==> src/rtl/mpwm_pkg.sv <==
// Package: shared field widths, register offsets and the channel setting type.
// Assumes byte addressing with 32-byte banks per channel.
package mpwm_pkg;
    localparam int BANK_SHIFT = 5;
    localparam int PSC_W      = 8;
    localparam int MOD_W      = 8;
    localparam int DUTY_W     = 16;
    localparam int DATA_W     = 32;

    localparam logic [BANK_SHIFT-1:0] OFF_DIV  = 5'h00;
    localparam logic [BANK_SHIFT-1:0] OFF_STEP = 5'h04;
    localparam logic [BANK_SHIFT-1:0] OFF_HIGH = 5'h08;
    localparam logic [BANK_SHIFT-1:0] OFF_RUN  = 5'h18;

    typedef struct packed {
        logic [PSC_W-1:0]  div;
        logic [MOD_W-1:0]  steps;
        logic [DUTY_W-1:0] high;
    } pwm_cfg_t;
endpackage

==> src/rtl/mpwm_regs.sv <==
// Module: register banks for all channels. It stages divider and step-count
// writes, keeps the run bits, and raises a one-cycle commit strobe together
// with the full new setting when a high-time count is written.
// Assumes a single-cycle access and a combinational read path.
module mpwm_regs
    import mpwm_pkg::*;
#(
    parameter int NUM_CH = 4,
    parameter int ADDR_W = BANK_SHIFT + $clog2(NUM_CH)
) (
    input  logic              clk,
    input  logic              rst_n,
    input  logic [ADDR_W-1:0] addr,
    input  logic              we,
    input  logic [DATA_W-1:0] wdata,
    output logic [DATA_W-1:0] rdata,
    output logic [NUM_CH-1:0] run,
    output logic [NUM_CH-1:0] commit,
    output pwm_cfg_t          commit_cfg
);
    localparam int CH_W = ADDR_W - BANK_SHIFT;

    logic [CH_W-1:0]       ch_sel;
    logic [BANK_SHIFT-1:0] off;
    logic                  ch_ok;
    logic [PSC_W-1:0]      div_q  [NUM_CH];
    logic [MOD_W-1:0]      step_q [NUM_CH];
    logic [DUTY_W-1:0]     high_q [NUM_CH];
    logic [NUM_CH-1:0]     run_q;

    // Split the address into channel index and in-bank offset.
    always_comb begin
        ch_sel = addr[ADDR_W-1:BANK_SHIFT];
        off    = addr[BANK_SHIFT-1:0];
        ch_ok  = (32'(ch_sel) < NUM_CH);
    end

    genvar g;
    generate
        for (g = 0; g < NUM_CH; g++) begin : g_bank
            logic hit;
            // Decode whether this access targets this channel's bank.
            always_comb hit = we && ch_ok && (32'(ch_sel) == g);

            // Hold this channel's fields; unmapped offsets fall through.
            always_ff @(posedge clk) begin
                if (!rst_n) begin
                    div_q[g]  <= '0;
                    step_q[g] <= '0;
                    high_q[g] <= '0;
                    run_q[g]  <= 1'b0;
                end else if (hit) begin
                    case (off)
                        OFF_DIV:  div_q[g]  <= wdata[PSC_W-1:0];
                        OFF_STEP: step_q[g] <= wdata[MOD_W-1:0];
                        OFF_HIGH: high_q[g] <= wdata[DUTY_W-1:0];
                        OFF_RUN:  run_q[g]  <= wdata[0];
                        default: ;
                    endcase
                end
            end

            // One-cycle commit strobe on a high-time write.
            always_comb commit[g] = hit && (off == OFF_HIGH);
        end
    endgenerate

    // The committed setting uses the staged fields plus the new high time.
    always_comb begin
        commit_cfg = '0;
        if (ch_ok) begin
            commit_cfg.div   = div_q[ch_sel];
            commit_cfg.steps = step_q[ch_sel];
        end
        commit_cfg.high = wdata[DUTY_W-1:0];
    end

    // Read mux, zero for unmapped offsets and beyond field widths.
    always_comb begin
        rdata = '0;
        if (ch_ok) begin
            case (off)
                OFF_DIV:  rdata = DATA_W'(div_q[ch_sel]);
                OFF_STEP: rdata = DATA_W'(step_q[ch_sel]);
                OFF_HIGH: rdata = DATA_W'(high_q[ch_sel]);
                OFF_RUN:  rdata = DATA_W'(run_q[ch_sel]);
                default:  rdata = '0;
            endcase
        end
    end

    assign run = run_q;
endmodule

==> src/rtl/mpwm_chan.sv <==
// Module: one waveform channel. It keeps a pending and an active setting,
// swaps at a period boundary (or at once while idle), runs a divider counter
// and a step counter, and drives the output high while step < high count.
// Assumes commit is a one-cycle strobe from the register block.
module mpwm_chan
    import mpwm_pkg::*;
(
    input  logic     clk,
    input  logic     rst_n,
    input  logic     run,
    input  logic     commit,
    input  pwm_cfg_t commit_cfg,
    output logic     pwm
);
    pwm_cfg_t          pend_q;
    logic              pend_vld;
    pwm_cfg_t          act_q;
    logic [PSC_W-1:0]  div_cnt;
    logic [MOD_W-1:0]  step_cnt;
    logic              tick_end;
    logic              period_end;
    logic              swap_ok;

    // Detect the last cycle of a divided tick and of a whole period.
    always_comb begin
        tick_end   = (div_cnt == act_q.div);
        period_end = tick_end &&
                     ((act_q.steps == '0) || (step_cnt == act_q.steps - 1'b1));
        swap_ok    = !run || period_end;
    end

    // Pending setting: a new commit replaces it, a swap consumes it.
    always_ff @(posedge clk) begin
        if (!rst_n) begin
            pend_q   <= '0;
            pend_vld <= 1'b0;
        end else if (commit && !swap_ok) begin
            pend_q   <= commit_cfg;
            pend_vld <= 1'b1;
        end else if (swap_ok) begin
            pend_vld <= 1'b0;
        end
    end

    // Active setting: loaded only when a period ends or while idle.
    always_ff @(posedge clk) begin
        if (!rst_n) begin
            act_q <= '0;
        end else if (swap_ok && commit) begin
            act_q <= commit_cfg;
        end else if (swap_ok && pend_vld) begin
            act_q <= pend_q;
        end
    end

    // Divider and step counters; held at zero while the channel is idle.
    always_ff @(posedge clk) begin
        if (!rst_n || !run) begin
            div_cnt  <= '0;
            step_cnt <= '0;
        end else if (tick_end) begin
            div_cnt  <= '0;
            step_cnt <= period_end ? '0 : step_cnt + 1'b1;
        end else begin
            div_cnt  <= div_cnt + 1'b1;
        end
    end

    // High during the first part of the period; low when idle or empty.
    always_comb pwm = run && (act_q.steps != '0) &&
                      (DUTY_W'(step_cnt) < act_q.high);
endmodule

==> src/rtl/mpwm_ctrl.sv <==
// Module: top of the multi-channel modulator. It joins the register banks to
// one channel instance per output.
// Assumes one clock domain and a synchronous active-low reset.
module mpwm_ctrl
    import mpwm_pkg::*;
#(
    parameter int NUM_CH = 4,
    localparam int ADDR_W = BANK_SHIFT + $clog2(NUM_CH)
) (
    input  logic              clk,
    input  logic              rst_n,
    input  logic [ADDR_W-1:0] reg_addr,
    input  logic              reg_we,
    input  logic [DATA_W-1:0] reg_wdata,
    output logic [DATA_W-1:0] reg_rdata,
    output logic [NUM_CH-1:0] pwm_out
);
    logic [NUM_CH-1:0] run;
    logic [NUM_CH-1:0] commit;
    pwm_cfg_t          commit_cfg;

    mpwm_regs #(.NUM_CH(NUM_CH), .ADDR_W(ADDR_W)) u_regs (
        .clk        (clk),
        .rst_n      (rst_n),
        .addr       (reg_addr),
        .we         (reg_we),
        .wdata      (reg_wdata),
        .rdata      (reg_rdata),
        .run        (run),
        .commit     (commit),
        .commit_cfg (commit_cfg)
    );

    genvar g;
    generate
        for (g = 0; g < NUM_CH; g++) begin : g_chan
            mpwm_chan u_chan (
                .clk        (clk),
                .rst_n      (rst_n),
                .run        (run[g]),
                .commit     (commit[g]),
                .commit_cfg (commit_cfg),
                .pwm        (pwm_out[g])
            );
        end
    endgenerate
endmodule

==> config.mk <==
export PLATFORM = sky130hd
export DESIGN_NAME = mpwm_ctrl
export DESIGN_NICKNAME = d
export VERILOG_FILES = /design/src/rtl/mpwm_pkg.sv /design/src/rtl/mpwm_regs.sv /design/src/rtl/mpwm_chan.sv /design/src/rtl/mpwm_ctrl.sv
export SDC_FILE = /design/constraint.sdc
export NUM_CORES = 1
export LEC_CHECK = 0
export ABC_AREA = 1
export CELL_PAD_IN_SITES_DETAIL_PLACEMENT = 1
export CELL_PAD_IN_SITES_GLOBAL_PLACEMENT = 1
export CORE_ASPECT_RATIO = 0.6
export CORE_UTILIZATION = 46
export CTS_CLUSTER_SIZE = 14
export DETAILED_ROUTE_END_ITERATION = 8
export GPL_ROUTABILITY_DRIVEN = 0
export GPL_TIMING_DRIVEN = 0
export PLACE_DENSITY_LB_ADDON = 0.1
export REMOVE_ABC_BUFFERS = 1
export SYNTH_ARGS = -nofsm -noshare
export SYNTH_HDL_FRONTEND = slang
export SYNTH_HIERARCHICAL = 1
export SYNTH_SLANG_ARGS = --single-unit
==> constraint.sdc <==
create_clock -name clk -period 3.45 [get_ports clk]
set_input_delay 0.69 -clock clk [delete_from_list [all_inputs] [get_ports clk]]
set_output_delay 0.69 -clock clk [all_outputs]
set_load 0.01 [all_outputs]
* Yosys cells after proc, flatten, opt, wreduce, memory -nomap -nowiden
Memory sizes are Yosys's and may differ from the RTL's. Index checks and enable logic that the tools add are counted.
Word-level totals: register bits 328, memory bits (writable) 128, input bits 42, output and inout bits 36, logic and storage cells 240, memories 3
Operators by class: add/sub/neg operators 12, magnitude comparators 5, equal/unequal tests 14, multiplexer cells 75, bitwise gates (word level) 12, reduce and logical (&&, ||, !) cells 79
Memories:
- u_regs.high_q | depth 4, bits a word 16, read ports 1, clocked after Yosys merged registers in 0, write ports 4, RTL line mpwm_regs.sv:28 | logic [DUTY_W-1:0] high_q [NUM_CH];
- u_regs.div_q | depth 4, bits a word 8, read ports 1, clocked after Yosys merged registers in 0, write ports 4, RTL line mpwm_regs.sv:26 | logic [PSC_W-1:0] div_q [NUM_CH];
- u_regs.step_q | depth 4, bits a word 8, read ports 1, clocked after Yosys merged registers in 0, write ports 4, RTL line mpwm_regs.sv:27 | logic [MOD_W-1:0] step_q [NUM_CH];
Operators with widths (count):
- two-way mux 32 bit | 8
- two-way mux 8 bit | 12
- adder 8 x 1 -> 8 bit (second input constant) | 8
- equality test 8 bit | 8
- less-than comparator 8 x 16 -> 1 bit | 4
- two-way mux 16 bit | 4
- case mux 16 bit (4 select lines) | 1
- two-way mux 1 bit | 49
- logical AND 1 bit | 32
- logical NOT 8 bit | 4
- nonzero test 8 bit | 4
- subtractor 8 x 1 -> 8 bit (second input constant) | 4
- nonzero test 2 bit | 8
- logical OR 1 bit | 12
- bitwise OR 1 bit | 12
- logical NOT 1 bit | 9
- AND reduction 2 bit | 4
- OR reduction 2 bit | 4
- equality test 5 x 3 -> 1 bit (second input constant) | 1
- equality test 5 x 4 -> 1 bit (second input constant) | 1
- equality test 5 bit (second input constant) | 1
- logical NOT 5 bit | 1
- equality test 2 bit (second input constant) | 2
- less-than comparator 2 x 3 -> 1 bit (second input constant) | 1
- other kinds (3) | 3

* Longest topological paths before layout
depth in word-level cells 8, gate-level depth with buffers 18, mapped depth without buffers 17

* Modules after synthesis
The synthesis kept the hierarchy.
Modules (own cells, without submodules):
- mpwm_chan (g_chan[0].u_chan ...) | times used 3, cells an instance 638, area each 4428.0 um^2, sequential area each 1621.6 um^2
- mpwm_regs | times used 1, cells an instance 679, area each 6388.6 um^2, sequential area each 3923.8 um^2
- mpwm_chan (g_chan[1].u_chan) | times used 1, cells an instance 649, area each 4413.0 um^2, sequential area each 1621.6 um^2

* Worst setup path after synthesis
Ideal clock, no wire load.
kind input-to-reg, from input reg_addr[5], to memory u_regs.high_q[3][0] (enable), setup time 0.411 ns, arrival time 2.232 ns, slack 0.807 ns, cell stages on the path 5, buffers on the path 1, path through buf_4 -> nand2_1 -> inv_2 -> nand2_2 -> o21ai_0
RTL lines:
- start: declaration | RTL line mpwm_ctrl.sv:12 | input logic [ADDR_W-1:0] reg_addr,
- end: declaration | RTL line mpwm_regs.sv:28

==> results.yml <==
global_routing:
  grt.total_usage: 0.273
  first_global_vias: 21100
  grt_first_pass_wirelength_mm: 114
  global_route.overflow_total: 0
  number_of_antenna_violations_at_the_first_check_in_global_routing: 3
  grt_max_degree: 151
final_layout:
  layout.filler_cells: 6450
  layout-drive-gt1-share: 0.141
  multi_input_comb_area_um2: 11100
  post_layout_nonfiller_instances: 3939
  design.final.nets: 3295
  areaGrowthSynthToFinish_pct: 8.53
  ff_latch_area_um2: 10400
  finish.utilization: 0.509
routing:
  drtIter0Drc: 1097
  dr_total_vias: 20300
  final_antenna_net_count: 0
  route.detailed.wl_per_inst_um: 18.5
  detailedRoute.firstPassIterationCount: 5
  wl_mm: 72.8
  detail_route.drc_violations: 0
  detail_route.vias_per_cell: 5.15
hold_path:
  hold_depth: 2
  worstHoldPathType: "register to register"
  hold_start: "g_chan[1].u_chan/pend_q[2]"
  min_delay_worst_endpoint: "g_chan[1].u_chan/pend_q[2]"
clock_tree:
  tritoncts_num_sinks: 456
  cts_root_buffer: "sky130_fd_sc_hd__clkbuf_16"
  htree_levels: 2
  cts_tree: "yes"
  clk_path_buf_depth: 3
  clk_pin_slew_ns: 0.06
  cts_buf_count: 46
  clock_latency_ns: 0.58
  cts_hold_repair.buffers: 0
placement:
  place_inst: 3833
  half_perimeter_wire_length_after_placement_mm: 47.9
  port_buffer_count: 45
outcome:
  status: "completed"
worst_setup_path:
  critPathCaptureType: "output pin"
  timing.critical_path.required_ns: 2.76
  crit_type: "input pin to output pin"
  crit_path_start_kind: "input pin"
  critPathMaxFanout: 15
  timing.rr.end: "g_chan[3].u_chan/act_q[9]"
  ff2ff_path_depth: 11
  worst-path-buf-inv: 3
  timing.critical_path.cells: "buf_4 > inv_4 > nor2_4 > nand2_1 > nand3_2 > nand2_1 > nand3_1 > clkdlybuf4s50_1"
  cpLargestDelayFamily: "buffers and inverters"
  arrival_worst_endpoint_ns: 2.65
  timing.critical_path.mode_cell: "sky130_fd_sc_hd__nand2_1"
  cp_slowest_cell: "sky130_fd_sc_hd__clkdlybuf4s50_1"
  max_incr_delay_on_cp_ns: 0.55
  rrSetupSlack_ns: 0.37
  reg2reg_from: "g_chan[3].u_chan/act_q[16]"
yosys:
  synth_warnings: 6
  synth_sequential_area_ratio: 0.432
  number_of_flops_mapped_to_enable_cells_by_yosys: 128
  netlist_instances: 3242
  ys_types: 39
  ys_ff_latch: 456
  synthesis.area_per_instance_um2: 7.43
  synth_ff_type: "sky130_fd_sc_hd__dfxtp_1"
  cell_area_after_synthesis_um2: 24100
  async_reset_ff_frac: 0
die:
  die_width_um: 297
  placeableCoreArea_um2: 51300
  die-area_um2: 53300
  start_util: 0.469
  floorplan.die.height_um: 179
  fp-row-count: 64
  floorplan.io_pins: 78
sta:
  clock_skew_ns: 0.0225
  timing.final.crit_share: 0.967
  upper_clock_frequency_limit_ghz: 0.300
  slew_viol_final: 0
  finalSetupViolCount: 0
  hold_viol_final: 0
  min_period_ns: 3.34
  relative_slew_slack: 0.310
  grt_setup_unrepaired: "false"
  worst_pin_slew_ns: 1.03
pwr:
  vdd_drop_max_uv: 339
  total_power_divided_by_cell_area_nw_per_um2: 429
  static-leakage-power_nw: 11.6
run:
  drv_cap: 0
## cells by family (layout without fill, tap and decap cells)
logic type      Yosys count  count (layout)  synth area share
compound gates          344             344            0.0916
xor+xnor                 65              65            0.0236
fa+ha+maj                44              44            0.0229
buf+inv                 584             569             0.115
flops                   456             456             0.432
other cells               1              17          0.000156
simple gates           1748            1751             0.315
## sequential cells by signal, indices dropped and copies added (netlist names)
register,count
g_chan.u_chan/act_q,128
g_chan.u_chan/div_cnt,32
g_chan.u_chan/pend_q,128
g_chan.u_chan/pend_vld,4
g_chan.u_chan/step_cnt,32
u_regs/div_q,32
u_regs/high_q,64
u_regs/run,4
u_regs/step_q,32
## metal layers
layer / vias to the layer above / wire (µm) / track usage
met3: 108 / 3710 / 0.0443
li1: 9903 / - / -
met4: 0 / 2110 / 0.0818
met1: 9898 / 34000 / 0.359
met5: - / 0 / 0
met2: 389 / 33000 / 0.463
## what timing repair did
| action | in CTS | in global routing |
|---|---|---|
| pin swaps | 8 | 5 |
| setup buffers | 10 | 5 |
| endpoints found under the setup margin | 446 | 130 |
| cloned | 1 | 5 |
| resized for setup | 35 | 23 |
## worst register-to-register path, delay by kind of cell, from the launching register on
kind,cells,cell delay [ns]
adders and majority gates,1,0.15
buffers and inverters,4,1.08
and+or+nand+nor,5,1.19
DFF,1,0.33
AOI/OAI and AO/OA,1,0.19
## synth_stat cells, types with 47 or more instances
cell type                  count  share of area
sky130_fd_sc_hd__dfxtp_1     328           0.27
sky130_fd_sc_hd__or2_2       119          0.031
sky130_fd_sc_hd__nand2_1     993           0.15
sky130_fd_sc_hd__nor2_1      421          0.066
sky130_fd_sc_hd__a21oi_2     122          0.044
sky130_fd_sc_hd__clkbuf_1     57         0.0089
sky130_fd_sc_hd__nand3_1      63          0.013
sky130_fd_sc_hd__edfxtp_1    128           0.16
sky130_fd_sc_hd__buf_4        51          0.016
sky130_fd_sc_hd__inv_1       382          0.060
sky130_fd_sc_hd__a21oi_1      74          0.015
sky130_fd_sc_hd__o21ai_0     120          0.025
sky130_fd_sc_hd__buf_6        47          0.022
## layout make-up
class,count,share of cell area
Tap cell,693,0.0332
Clock inverter,9,0.00474
Multi-Input combinational cell,2220,0.425
Clock buffer,75,0.0510
Timing Repair inverter,3,0.000574
Timing Repair Buffer,62,0.0248
Inverter,420,0.0620
Antenna cell,1,0.0000957
Sequential cell,456,0.399
## power by group
part / internal [mW] / total, mW / switching (mW) / leakage (nW)
Sequential: 5.58 / 5.61 / 0.0288 / 3.86
Clock: 2.80 / 5.00 / 2.20 / 0.713
Combinational: 0.132 / 0.617 / 0.485 / 7.00
Total: 8.51 / 11.2 / 2.72 / 11.6
## stage by stage
| step | worst slack, ns | setup TNS [ns] | cell area (µm²) | hold WS, ns | power (mW) |
|---|---|---|---|---|---|
| finish | 0.113 | 0 | 26100 | 0.448 | 11.2 |
| floorplan | 0.710 | 0 | 23000 | 0.427 | 5.96 |
| global route | 0.00800 | 0 | 26100 | 0.475 | 11.6 |
| global placement | -12.03 | -4173.77 | 24300 | 0.436 | 6.30 |
| detailed placement | -2.27 | -666.49 | 24300 | 0.441 | 6.30 |
| CTS | 0.00143 | 0 | 26000 | 0.450 | 11.3 |
## worst max path at each step
stage / from / endpoint / slack [ns] / cells after the start
2_1_floorplan: reg_addr[6] / u_regs/high_q[3][0] / 0.71 / 4
6_report: reg_addr[6] / reg_rdata[4] / 0.11 / 8
4_1_cts: reg_addr[6] / reg_rdata[5] / 0.001 / 8
3_5_place_dp: reg_addr[5] / reg_rdata[6] / -2.27 / 8
5_1_grt: reg_addr[1] / reg_rdata[0] / 0.008 / 9
3_3_place_gp: rst_n / u_regs/high_q[3][10] / -12.03 / 2
## cells in the final DEF, fill, tap and decap left out, types with 17 or more instances in the layout
master / instances
sky130_fd_sc_hd__a21oi_1: 74
sky130_fd_sc_hd__a21oi_2: 122
sky130_fd_sc_hd__clkbuf_1: 20
sky130_fd_sc_hd__clkbuf_16: 46
sky130_fd_sc_hd__clkdlybuf4s50_1: 41
sky130_fd_sc_hd__dfxtp_1: 320
sky130_fd_sc_hd__edfxtp_1: 128
sky130_fd_sc_hd__ha_1: 44
sky130_fd_sc_hd__inv_1: 379
sky130_fd_sc_hd__inv_2: 26
sky130_fd_sc_hd__nand2_1: 990
sky130_fd_sc_hd__nand2_2: 21
sky130_fd_sc_hd__nand3_1: 57
sky130_fd_sc_hd__nand4_1: 36
sky130_fd_sc_hd__nor2_1: 418
sky130_fd_sc_hd__nor2_4: 23
sky130_fd_sc_hd__nor3_1: 17
sky130_fd_sc_hd__o21ai_0: 119
sky130_fd_sc_hd__o21ai_1: 19
sky130_fd_sc_hd__or2_2: 119
sky130_fd_sc_hd__xnor2_1: 34
sky130_fd_sc_hd__xor2_1: 31
Note: power is estimated with default switching activity, not from simulation.
